[config.mk]
export PLATFORM = sky130hd
export DESIGN_NAME = kbd_disp_regs
export DESIGN_NICKNAME = d
export VERILOG_FILES = /design/src/rtl/kbd_disp_regs.sv
export SDC_FILE = /design/constraint.sdc
export NUM_CORES = 1
export LEC_CHECK = 0
export BUFFER_PORTS_ARGS = -buffer_cell sky130_fd_sc_hd__buf_2
export CAP_MARGIN = 20
export CORE_ASPECT_RATIO = 1.25
export CORE_MARGIN = 10
export CORE_UTILIZATION = 29
export CTS_CLUSTER_DIAMETER = 30
export DETAILED_ROUTE_END_ITERATION = 7
export GPL_TIMING_DRIVEN = 0
export REMOVE_ABC_BUFFERS = 1
export SLEW_MARGIN = 15
export SYNTH_ARGS = -nofsm -noshare
export SYNTH_HDL_FRONTEND = slang
export SYNTH_SLANG_ARGS = --single-unit
[constraint.sdc]
create_clock -name clk -period 3.3 [get_ports clk]
set_clock_uncertainty 0.2 [all_clocks]
set_input_delay 0.495 -clock clk [delete_from_list [all_inputs] [get_ports clk]]
set_output_delay 0.495 -clock clk [all_outputs]
set_load 0.005 [all_outputs]
[src/rtl/kbd_disp_regs.sv]
module kbd_disp_regs #(
  parameter int          AW        = 16,
  parameter int          DW        = 16,
  parameter int          CW        = 8,
  parameter logic [15:0] KSTAT_A   = 16'hFE00,
  parameter logic [15:0] KDATA_A   = 16'hFE02,
  parameter logic [15:0] DSTAT_A   = 16'hFE04,
  parameter logic [15:0] DDATA_A   = 16'hFE06
) (
  input  logic          clk,
  input  logic          rst_n,
  input  logic [AW-1:0] bus_addr,
  input  logic          bus_rd,
  input  logic          bus_wr,
  input  logic [DW-1:0] bus_wdata,
  output logic [DW-1:0] bus_rdata,
  input  logic          key_valid,
  input  logic [CW-1:0] key_char,
  output logic          disp_valid,
  output logic [CW-1:0] disp_char,
  input  logic          disp_done,
  output logic          kbd_irq,
  output logic          disp_irq
);
  localparam int RDY = DW - 1;
  localparam int IEN = DW - 2;

  logic          kbd_rdy, kbd_ie, dsp_rdy, dsp_ie;
  logic [CW-1:0] kbd_char;

  logic sel_ks, sel_kd, sel_ds, sel_dd;
  assign sel_ks = bus_addr == AW'(KSTAT_A);
  assign sel_kd = bus_addr == AW'(KDATA_A);
  assign sel_ds = bus_addr == AW'(DSTAT_A);
  assign sel_dd = bus_addr == AW'(DDATA_A);

  logic kbd_take, kbd_load, dsp_send;
  assign kbd_take = bus_rd && sel_kd;
  assign kbd_load = key_valid && (!kbd_rdy || kbd_take);
  assign dsp_send = bus_wr && sel_dd && dsp_rdy;

  always_comb begin
    bus_rdata = '0;
    if (bus_rd) begin
      if (sel_ks) begin
        bus_rdata[RDY] = kbd_rdy;
        bus_rdata[IEN] = kbd_ie;
      end else if (sel_kd) begin
        bus_rdata[CW-1:0] = kbd_char;
      end else if (sel_ds) begin
        bus_rdata[RDY] = dsp_rdy;
        bus_rdata[IEN] = dsp_ie;
      end
    end
  end

  always_ff @(posedge clk) begin
    if (!rst_n) begin
      kbd_rdy  <= 1'b0;
      kbd_ie   <= 1'b0;
      kbd_char <= '0;
    end else begin
      if (bus_wr && sel_ks) kbd_ie <= bus_wdata[IEN];
      if (kbd_load) begin
        kbd_rdy  <= 1'b1;
        kbd_char <= key_char;
      end else if (kbd_take) begin
        kbd_rdy  <= 1'b0;
      end
    end
  end

  always_ff @(posedge clk) begin
    if (!rst_n) begin
      dsp_rdy    <= 1'b1;
      dsp_ie     <= 1'b0;
      disp_valid <= 1'b0;
      disp_char  <= '0;
    end else begin
      disp_valid <= dsp_send;
      if (bus_wr && sel_ds) dsp_ie <= bus_wdata[IEN];
      if (dsp_send) begin
        dsp_rdy   <= 1'b0;
        disp_char <= bus_wdata[CW-1:0];
      end else if (disp_done) begin
        dsp_rdy   <= 1'b1;
      end
    end
  end

  assign kbd_irq  = kbd_rdy && kbd_ie;
  assign disp_irq = dsp_rdy && dsp_ie;

  AST_UNMAPPED_ZERO: assert property (@(posedge clk) disable iff (!rst_n)
    (bus_rd && !sel_ks && !sel_kd && !sel_ds && !sel_dd) |-> bus_rdata == '0);
  AST_KBD_CAPTURE: assert property (@(posedge clk) disable iff (!rst_n)
    (key_valid && !kbd_rdy) |=> (kbd_rdy && kbd_char == $past(key_char)));
  AST_KBD_LOCKOUT: assert property (@(posedge clk) disable iff (!rst_n)
    (kbd_rdy && !kbd_take) |=> $stable(kbd_char));
  AST_KBD_READ_CLEAR: assert property (@(posedge clk) disable iff (!rst_n)
    (kbd_take && !key_valid) |=> !kbd_rdy);
  AST_DISP_ONE_PULSE: assert property (@(posedge clk) disable iff (!rst_n)
    disp_valid |=> !disp_valid);
  AST_DISP_BUSY_DROP: assert property (@(posedge clk) disable iff (!rst_n)
    (!dsp_rdy && bus_wr && sel_dd) |=> (!disp_valid && $stable(disp_char)));
  AST_DISP_DONE_READY: assert property (@(posedge clk) disable iff (!rst_n)
    (!dsp_rdy && disp_done) |=> dsp_rdy);
endmodule

==> flow_metrics.env <==
export IMPL_cts_path_max_buffers=2
export IMPL_regArea_sq_um=420
export IMPL_clk_pin_slew_ps=70
export IMPL_die_x_um=74.9
export IMPL_finalCritPeriodShare_pct=95.3
export IMPL_min_delay_path_class="flop to flop"
export IMPL_switchingPower_mw=0.121
export IMPL_dieHeight_um=88.6
export IMPL_met3_usage_pct=4.04
export IMPL_crit_arrival_ps=2450
export IMPL_fin_tns_setup_ps=0
export IMPL_avgSynthCellArea_sq_um=8.39
export IMPL_r2r_end="disp_char[6]"
export IMPL_end_kind="primary output"
export IMPL_layout_min_cycle_time_ps=3150
export IMPL_synth_edf_count=0
export IMPL_final_nets=232
export IMPL_grt_pass1_vias=1136
export IMPL_placed_area_sq_mm=0.00138
export IMPL_clk_insertion_delay_late_ps=260
export IMPL_core_area_sq_mm=0.00357
export IMPL_drt_iter0_markers=34
export IMPL_grt_pass1_wl_mm=5.13
export IMPL_crit_start="bus_addr[0]"
export IMPL_drive_gt1_share_pct=37.3
export IMPL_worst_r2r_cell_count=3
export IMPL_synth_distinct_cells=28
export IMPL_slew_headroom_pct=62.1
export IMPL_drtPass1Iterations=4
export IMPL_ir_drop_mv=0.0987
export IMPL_p_clk_share_pct=34.3
export IMPL_diodes=0
export IMPL_die_area_sq_mm=0.00663
export IMPL_postCtsHoldBufs=0
export IMPL_hold_end="kbd_char[0]"
export IMPL_antenna_found_initial=0
export IMPL_finish_instance_area_sq_mm=0.00143
export IMPL_cpMaxStageDelayCell="or4_4"
export IMPL_slew_viol_final=0
export IMPL_syn_area_sq_mm=0.00109
export IMPL_rsz0062_at_grt="no"
export IMPL_switching_share_pct=24.4
export IMPL_drv_cap=0
export IMPL_power_density_mw_per_mm2=346
export IMPL_globalRouteOverflowTotal=0
export IMPL_worst_path_max_fanout=13
export IMPL_hp_start="kbd_char[0]"
export IMPL_via_count=1081
export IMPL_internal_power_mw=0.373
export IMPL_start_util_pct=30.5
export IMPL_r2r_setup_slack_ps=1920
export IMPL_p_leak_nw=0.672
export IMPL_fmax_ghz=0.318
export IMPL_sequentialPowerShare_pct=53.4
export IMPL_postRouteWirelength_mm=3.15
export IMPL_grtUsageMet1_pct=11.5
export IMPL_use_met2_pct=15.5
export IMPL_cts_buffers=3
export IMPL_viasPerCell=4.83
export IMPL_hold_viol=0
export IMPL_gp_congestion=0.707
export IMPL_ys_seq_elements=21
export IMPL_finalSetupViolations=0
export IMPL_track_usage_pct=9.73
export IMPL_crit_type="input pin to primary output"
export IMPL_cts_tree="done"
export IMPL_r2r_start="dsp_rdy"
export IMPL_hold_path_depth=2
export IMPL_htreeDepth=1
export IMPL_port_buffers=59
export IMPL_fill_cells=390
export IMPL_ys_seq_area_share_pct=38.5
export IMPL_drc_errors=0
export IMPL_worstMarginPinSlew_ps=564
export IMPL_area_delta_synth_final_pct=31.0
export IMPL_status="finished, final reports clean"
export IMPL_max_stage_delay_ps=610
export IMPL_cts_resized=0
export IMPL_async_flop_share_pct=0
export IMPL_multi_input_area_sq_um=607
export IMPL_cts_sinks=21
export IMPL_fp_row_count=24
export IMPL_synth_ff_type="dfxtp_1"
export IMPL_syn_inst=130
export IMPL_busiest_layer="met2"
export IMPL_grt_max_degree=19
export IMPL_yosys_warnings=0
export IMPL_post_cts_setup_buffers=0
export IMPL_power_frac_comb_pct=12.3
export IMPL_cp_start_kind="input pin"
export IMPL_ant_nets=0
export IMPL_wl_per_cell_um=14.0
export IMPL_worstPathRequired_ps=2600
export IMPL_ios=73
export IMPL_cp_cell_sequence="buf_2 -> or4_4 -> or4_4 -> nor2_1 -> and2_1 -> buf_2"
export IMPL_ctsRootBufferMaster="clkbuf_8"
## routing by layer
layer | vias up | part of all wire, %
li1 | 552 | -
met1 | 475 | 45
met2 | 49 | 43
met3 | 5 | 11
met4 | 0 | 1.5
met5 | - | 0
## cell type report
class	count	area share (%)
Sequential cell	21	29.4
Inverter	3	0.788
Clock buffer	3	2.89
Clock inverter	1	0.350
Multi-Input combinational cell	98	42.5
Tap cell	39	3.42
Timing Repair Buffer	59	20.7
## power by group through the flow
stage	registers (mW)	clock network (mW)	logic, mW
CTS	0.264	0.180	0.0611
floorplan	0.269	0	0.0275
detailed placement	0.270	0	0.0608
finish	0.264	0.170	0.0606
global placement	0.270	0	0.0603
global route	0.265	0.190	0.0692
## per-stage QoR
step	hold WS [ps]	utilization [%]	instances	power, mW	setup slack (ps)
after global routing	262	40.0	224	0.524	36.7
after CTS	250	40.0	224	0.505	134
after global placement	240	38.7	220	0.330	127
after detailed placement	244	38.7	220	0.331	134
after floorplan	230	-	122	0.296	574
final	252	40.0	224	0.494	154
## flip-flops by register name, indices dropped and copies added, names as in the netlist
signal and cells:
dsp_ie 1, disp_char 8, disp_valid 1, dsp_rdy 1
kbd_rdy 1, kbd_ie 1, kbd_char 8
## Yosys cell counts (2+ instances only)
master    number  area (sq um)
and2_1        10          62.6
clkbuf_1       6          22.5
nand4b_1       2          17.5
or4b_1         2          20.0
nor2_1         3          11.3
nand2_1       19          71.3
buf_4          6          45.0
mux2i_1       10           100
nand4_1        8          50.1
a21oi_1       11          55.1
inv_1          3          11.3
nand2b_1       3          18.8
or4_4          2          22.5
o21ai_0       11          55.1
dfxtp_1       21           420
## placed cells by master, fill, tap and decap left out, types with 2 or more instances in the layout
cell type and instances:
mux2i_1 10, nand4_1 8, and2_1 10, clkbuf_8 3
dfxtp_1 21, conb_1 6, a21oi_1 11, or4b_1 2
o21ai_0 11, inv_1 3, or4_4 2, nand2_1 19
buf_2 59, nand4b_1 2, nand2b_1 3, nor2_1 3
## worst max-delay path by stage
stage                   end  slack, ps  cells past startpoint
6_report       bus_rdata[7]        150                      6
5_1_grt        bus_rdata[0]         40                      6
4_1_cts        bus_rdata[7]        130                      6
3_5_place_dp   bus_rdata[7]        130                      6
3_3_place_gp   bus_rdata[5]        130                      6
2_1_floorplan  bus_rdata[0]        570                      4
## critical path, delay by kind of cell
kind,cells,cell delay (ps)
AND/OR/NAND/NOR,4,1740
buffers and inverters,2,210
## logic make-up (layout without fill, tap and decap cells)
family          after synthesis  in the layout  synth area share (%)
buf+inv                      16             66                  7.57
mux                          10             10                  9.17
simple gates                 58             58                  31.9
other cells                   1              6                 0.344
compound gates               24             24                  12.5
flops                        21             21                  38.5
Power figures use the tool's default switching activity.
